===== src/rtl/sup_pkg.sv =====
package sup_pkg;
  typedef enum logic [1:0] {
    ST_RST  = 2'd0,
    ST_HOLD = 2'd1,
    ST_RUN  = 2'd2
  } sup_state_e;

  localparam int unsigned CYC_MULT = 8;
  localparam int unsigned RST_MULT = 1;
  localparam int unsigned GAP_MULT = 4;
endpackage


===== src/rtl/sup_sync.sv =====
module sup_sync #(
  parameter int unsigned STAGES  = 2,
  parameter logic        RST_VAL = 1'b0
) (
  input  logic clk,
  input  logic rst,
  input  logic d_in,
  output logic q_out
);
  logic [STAGES-1:0] chain;

  generate
    for (genvar g = 0; g < STAGES; g++) begin : g_stage
      if (g == 0) begin : g_first
        always_ff @(posedge clk or posedge rst)
          if (rst) chain[0] <= RST_VAL;
          else     chain[0] <= d_in;
      end else begin : g_next
        always_ff @(posedge clk or posedge rst)
          if (rst) chain[g] <= RST_VAL;
          else     chain[g] <= chain[g-1];
      end
    end
  endgenerate

  assign q_out = chain[STAGES-1];
endmodule


===== src/rtl/sup_fall.sv =====
module sup_fall (
  input  logic clk,
  input  logic rst,
  input  logic level,
  output logic fall
);
  logic level_q;

  always_ff @(posedge clk or posedge rst)
    if (rst) level_q <= 1'b1;
    else     level_q <= level;

  assign fall = level_q & ~level;
endmodule


===== src/rtl/sup_seq.sv =====
module sup_seq
  import sup_pkg::*;
#(
  parameter int unsigned TICK_BASE = 16
) (
  input  logic clk,
  input  logic rst,
  input  logic pg_ok,
  input  logic fall,
  output logic wake_up,
  output logic reset_n
);
  localparam int unsigned CYC_LEN = CYC_MULT * TICK_BASE;
  localparam int unsigned RST_LEN = RST_MULT * TICK_BASE;
  localparam int unsigned GAP_LEN = GAP_MULT * TICK_BASE;
  localparam int unsigned CW      = $clog2(CYC_LEN);

  typedef logic [CW-1:0] cnt_t;
  localparam cnt_t CYC_LAST = cnt_t'(CYC_LEN - 1);
  localparam cnt_t RST_LAST = cnt_t'(RST_LEN - 1);
  localparam cnt_t GAP_LAST = cnt_t'(GAP_LEN - 1);
  localparam cnt_t HALF     = cnt_t'(CYC_LEN / 2);

  sup_state_e state;
  cnt_t       cnt;
  logic       seen;

  always_ff @(posedge clk or posedge rst) begin
    if (rst) begin
      state <= ST_RST;
      cnt   <= '0;
      seen  <= 1'b0;
    end else if (!pg_ok) begin
      state <= ST_RST;
      cnt   <= '0;
      seen  <= 1'b0;
    end else begin
      case (state)
        ST_RST: begin
          seen <= 1'b0;
          if (cnt == RST_LAST) begin
            state <= ST_HOLD;
            cnt   <= '0;
          end else begin
            cnt <= cnt + 1'b1;
          end
        end
        ST_HOLD: begin
          seen <= 1'b0;
          if (cnt == GAP_LAST) begin
            state <= ST_RUN;
            cnt   <= '0;
          end else begin
            cnt <= cnt + 1'b1;
          end
        end
        ST_RUN: begin
          if (cnt == CYC_LAST) begin
            cnt  <= '0;
            seen <= 1'b0;
            if (!(seen || fall)) state <= ST_RST;
          end else begin
            cnt <= cnt + 1'b1;
            if (fall) seen <= 1'b1;
          end
        end
        default: begin
          state <= ST_RST;
          cnt   <= '0;
          seen  <= 1'b0;
        end
      endcase
    end
  end

  assign reset_n = (state != ST_RST);
  assign wake_up = (state == ST_RUN) && (cnt < HALF) && !seen;

  AST_PG_FORCES_RESET: assert property (@(posedge clk) disable iff (rst)
    !pg_ok |=> !reset_n);
  AST_WAKE_LOW_IN_RESET: assert property (@(posedge clk) disable iff (rst)
    !reset_n |-> !wake_up);
  AST_EDGE_CUTS_HIGH: assert property (@(posedge clk) disable iff (rst)
    (fall && state == ST_RUN && cnt < HALF - 1'b1) |=> !wake_up);
  AST_SEEN_NO_TIMEOUT: assert property (@(posedge clk) disable iff (rst)
    (state == ST_RUN && seen && pg_ok) |=> reset_n);
  AST_SEEN_STICKY: assert property (@(posedge clk) disable iff (rst)
    (state == ST_RUN && seen && pg_ok && cnt != CYC_LAST) |=> seen);
endmodule


===== src/rtl/wake_supervisor.sv =====
module wake_supervisor #(
  parameter int unsigned TICK_BASE   = 16,
  parameter int unsigned SYNC_STAGES = 2
) (
  input  logic clk,
  input  logic rst,
  input  logic power_good,
  input  logic wdi,
  output logic wake_up,
  output logic reset_n
);
  logic pg_ok;
  logic wdi_s;
  logic wdi_fall;

  sup_sync #(.STAGES(SYNC_STAGES), .RST_VAL(1'b0)) u_pg_sync (
    .clk(clk), .rst(rst), .d_in(power_good), .q_out(pg_ok)
  );

  sup_sync #(.STAGES(SYNC_STAGES), .RST_VAL(1'b1)) u_wdi_sync (
    .clk(clk), .rst(rst), .d_in(wdi), .q_out(wdi_s)
  );

  sup_fall u_fall (
    .clk(clk), .rst(rst), .level(wdi_s), .fall(wdi_fall)
  );

  sup_seq #(.TICK_BASE(TICK_BASE)) u_seq (
    .clk(clk), .rst(rst), .pg_ok(pg_ok), .fall(wdi_fall),
    .wake_up(wake_up), .reset_n(reset_n)
  );
endmodule


===== config.mk =====
export PLATFORM = sky130hd
export DESIGN_NAME = wake_supervisor
export DESIGN_NICKNAME = d
export VERILOG_FILES = /design/src/rtl/sup_pkg.sv /design/src/rtl/sup_sync.sv /design/src/rtl/sup_fall.sv /design/src/rtl/sup_seq.sv /design/src/rtl/wake_supervisor.sv
export SDC_FILE = /design/constraint.sdc
export NUM_CORES = 1
export LEC_CHECK = 0
export ABC_CLOCK_PERIOD_IN_PS = 1550
export BUFFER_PORTS_ARGS = -buffer_cell sky130_fd_sc_hd__buf_4
export CAP_MARGIN = 0
export CELL_PAD_IN_SITES_DETAIL_PLACEMENT = 1
export CELL_PAD_IN_SITES_GLOBAL_PLACEMENT = 2
export CORE_MARGIN = 2
export CORE_UTILIZATION = 30
export DETAILED_ROUTE_END_ITERATION = 6
export GPL_ROUTABILITY_DRIVEN = 0
export HOLD_SLACK_MARGIN = 0.15
export PLACE_DENSITY = 0.7
export SLEW_MARGIN = 20
export SYNTH_ARGS = -nofsm -noshare
export SYNTH_HDL_FRONTEND = slang
export SYNTH_SLANG_ARGS = --single-unit

===== constraint.sdc =====
create_clock -name clk -period 1.55 [get_ports clk]
set_input_delay 0.0775 -clock clk [delete_from_list [all_inputs] [get_ports clk]]
set_output_delay 0.0775 -clock clk [all_outputs]
set_load 0.03 [all_outputs]

After elaboration in Yosys (flattened, before gate mapping)
Cells that the tools add are included.
Widths: inputs -> output; s select.

word-level totals
  register bits = 15
  latch bits = 0
  RAM bits = 0
  ROM bits = 0
  input bits = 4
  output and inout bits = 2
  word-level logic and storage cells = 44
  memories = 0

cells by class
  add/sub/neg operators = 1
  multipliers = 0
  div/mod/pow operators = 0
  $lt $le $gt $ge = 1
  equal/unequal tests = 10
  shifts and indexed selects = 0
  mux-type cells = 15
  bitwise gates (word level) = 2
  reductions and logical operators = 7

operators with widths
  cell                 count
  $mux 7               4
  $pmux 7 s3           1
  $mux 2               5
  $ne 3x2->1 const B   3
  $add 7x1->7 const B  1
  $eq 7x4->1 const B   1
  $eq 7x6->1 const B   1
  $eq 7x7->1 const B   1
  $lt 7x7->1 const B   1
  $pmux 2 s3           1
  $mux 1               4
  $ne 4x2->1 const B   1
  $reduce_and 4->1     1
  $ne 3x3->1 const B   1
  $eq 2x1->1 const B   1
  $eq 2x2->1 const B   1
  $logic_and 1x1->1    2
  $logic_not 2->1      1
  $reduce_bool 2->1    1
  $and 1x1->1          1
  $logic_not 1->1      1
  $logic_or 1x1->1     1
  $not 1->1            1

Logic depth before layout (Yosys ltp)
  depth after elaboration = 7
  gate-level depth with buffers = 4
  gate-level depth less buffers = 4

By module
Synthesis repeated with hierarchy kept, for this count alone.

unflattened totals
  cell total of the unflattened synthesis = 67
  area, all modules = 738.2 um^2

by module, submodules not included
  module                  instances  cells each  area an instance (um^2)
  sup_seq                 1          58          584.3
  sup_sync at u_wdi_sync  1          3           56.3
  sup_sync at u_pg_sync   1          3           53.8
  sup_fall                1          3           43.8

Least setup slack after synthesis
Ideal clock, no wire load.

  path type = reg2out
  start point = register u_seq.cnt[6]
  end point = output wake_up
  arrival = 1.541 ns
  data required time = 1.472 ns
  slack = -0.068 ns
  stages on the path, launching flop included = 3
  path through = dfrtp_1 clkbuf_1 nor4_1

between the ends
  longest elaborated chain between the ends = 3

RTL lines
  what                            RTL line              text
  start: declaration              sup_seq.sv:25         cnt_t cnt;
  start signal: assignment        sup_seq.sv:45         cnt <= cnt + 1'b1;
  start signal: assignment        sup_seq.sv:54         cnt <= cnt + 1'b1;
  start signal: assignment        sup_seq.sv:63         cnt <= cnt + 1'b1;
  $lt 7x7->1                      sup_seq.sv:77         assign wake_up = (state == ST_RUN) && (cnt < HALF) && !seen;
  $logic_and 1x1->1 (2 in a row)  sup_seq.sv:77
  end: declaration                wake_supervisor.sv:9  output logic wake_up,

No other way between the ends.

Worst setup path in the final report
Ends and elaborated chain as after synthesis.

==> metrics.txt <==
outcome complete, no violations; CTS tree done; Final setup viols 0; first-pass GRT wire length ~2700 um; Final HPWL DP approximately 1200 um; Critical Path Fanout Max 7; Port Buffers 5; Post-synth EDFFs 0; Final Hold Slack 0.362 ns; Clk pin slew, worst setup/hold paths roughly 0.080 ns; Area after DPL about 830 um^2; syn nets 74; wire length per cell 14.5 um; VDD IR max approximately 390 uV; Setup CP Type reg -> out; Mapped Area ~740 um^2; post-CTS setup buffer count 0; layout cells sized above 1 roughly a quarter; # rows 18; number of synthesized register bits 15; RSZ-0062 raised after global routing no; Max-cap violations 0; Detailed Route Iter0 Violations 4; syn_area_per_cell approximately 11 um^2; leakage power total around 0.4 nW; Period minus WS final ~1.4 ns; initial antenna violation count 0; Clock Latency Late Sink ~0.28 ns; vias between 500 and 600; io pins 6; Worst Setup SP u_seq.cnt[6]$_DFF_PP0_; H-tree depth 1; reg-to-reg startpoint u_seq.cnt[6]$_DFF_PP0_; Critical Path AT between 1 and 1.5 ns; Clock Path Buffers 2; ANT cells 0; Die Ht approximately 54 um; Final Slew Violations 0; Clock Sinks 15; Post-synth top flop dfrtp_1; Yosys warnings 0; CP Launch Type register; Routed WL about 1600 um; largest net degree at the start of global routing 16; Yosys top cell by area dfrtp_1; vias in the first global route ~570; fin nets 88; Fin Setup TNS 0 ns; Num CTS Buffers 3; FFs w/ async S/R, synth 100%; Fin Clk Skew between 0.003 and 0.004 ns; gr usage total between 10% and 20%; Crit. End Element output pin; DR pass1 iterations 4; reg2reg setup slack approximately 0.16 ns; slew margin rel. between 50% and 60%; WP data required ~1.5 ns; DRC 0; Starting Density just over 30%; post-route ant nets 0; GRT overflow 0; core box area roughly 2400 um^2; post-synthesis sequential area ratio between 50% and 60%; CTS root buf clkbuf_4; Vias per Instance between 4 and 5; Placed Cells between 100 and 150; final std cells w/o fill 112; Area contributors post-synth dfrtp_1, dfstp_2, o31ai_4; synth-to-layout area growth 20.8%; DIE AREA 2880 um^2; Hold Crit Class reg -> reg; Post-Syn Instances slightly below 70; final hold violation count 0; pwr dens 761 nW/um^2; die width ~54 um; Fmax 0.706 GHz; commonest cells after routing, fill and taps aside dfrtp_1, buf_4, a21oi_1, inv_1, nand2_1; final period utilization between 90 and 100%; top cell type's share of synthesized area between 40% and 50%; fin area about 890 um^2; min-delay src u_pg_sync.chain[0]$_DFF_PP0_; commonest non-fill, non-tap cell in the layout dfrtp_1; Distinct cells, synth 36; Worst-Margin Slew a little over 0.6 ns
-- logic make-up after synthesis --
kind of cell,share of synthesized area (%)
AO/OA/AOI/OAI,15.9
AND/OR/NAND/NOR,21.6
XOR/XNOR,3.55
adder cells (fa/ha/maj),1.69
flip-flops,51.2
multiplexers,1.35
buffers and inverters,4.73
-- sequential cells by signal, summed over array words and instances (netlist names) --
register          flops
u_pg_sync.chain       1
u_seq.state           2
u_fall.level_q        1
u_pg_sync.q_out       1
u_wdi_sync.chain      1
u_seq.cnt             7
u_wdi_sync.q_out      1
u_seq.seen            1
-- cells in the mapped netlist, types with 2 or more instances --
| master | count |
|---|---|
| nor2b_1 | 3 |
| a21oi_1 | 4 |
| dfstp_2 | 3 |
| dfrtp_1 | 12 |
| o21ai_0 | 3 |
| nor3_1 | 3 |
| nor2_1 | 3 |
| a211oi_1 | 2 |
| xor2_1 | 2 |
| inv_1 | 4 |
| nand2_1 | 4 |
| nand3_1 | 2 |
-- per-stage QoR --
| step | util [%] | setup WS, ns | total power, W |
|---|---|---|---|
| 4_1_cts | 36.9 | 0.0715 | 0.000694 |
| 5_1_grt | 37.1 | 0.0325 | 0.000724 |
| 3_3_place_gp | 34.5 | 0.181 | 0.000461 |
| 3_5_place_dp | 34.5 | 0.107 | 0.000461 |
| 2_1_floorplan | - | 0.161 | 0.000446 |
| 6_report | 37.1 | 0.133 | 0.000681 |
-- repair_timing --
action | in CTS | in global routing
hold buffers | 3 | 0
endpoints found under the hold margin | 14 | 0
endpoints found under the setup margin | 0 | 5
gates resized for setup | 0 | 1
-- layer usage --
metal / track usage (%) / up-vias / part of all wire [%]
met3: 3.33 / 5 / 2.1
met5: 0 / - / 0
met2: 19.9 / 7 / 45
met1: 18.7 / 275 / 51
li1: - / 272 / -
met4: 6.41 / 0 / 1.9
-- critical path: stages, from the launching register on --
cell and delay (ns):
dfrtp_1 0.46, buf_4 0.19, nor4_2 0.21, buf_4 0.20
-- path summary, 6_finish.rpt --
| check | end | depth (start not counted) |
|---|---|---|
| max in group asynchronous | u_pg_sync.q_out$_DFF_PP0_ | 3 |
| setup reg to reg | u_seq.cnt[3]$_DFF_PP0_ | 3 |
| hold / removal | u_pg_sync.q_out$_DFF_PP0_ | 0 |
| setup / recovery | wake_up | 3 |
| min in group asynchronous | u_seq.cnt[4]$_DFF_PP0_ | 3 |
| hold reg to reg | u_pg_sync.q_out$_DFF_PP0_ | 0 |
-- power by group --
group | switching [W] | internal, W | leakage [nW]
registers | 0.0000109 | 0.000407 | 0.192
clock network | 0.000122 | 0.000100 | 0.0150
logic | 0.0000206 | 0.0000203 | 0.186
total | 0.000153 | 0.000527 | 0.393
-- area by class of cell --
class                   count  area [um^2]
fillers                   270         1520
flip-flops and latches     15          379
multi-input cells          47          339
repair buffers             12         97.6
well taps                  30         37.5
clock buffers               4         26.3
inverters                   4         15.0
(Power assumes the default switching activity.)
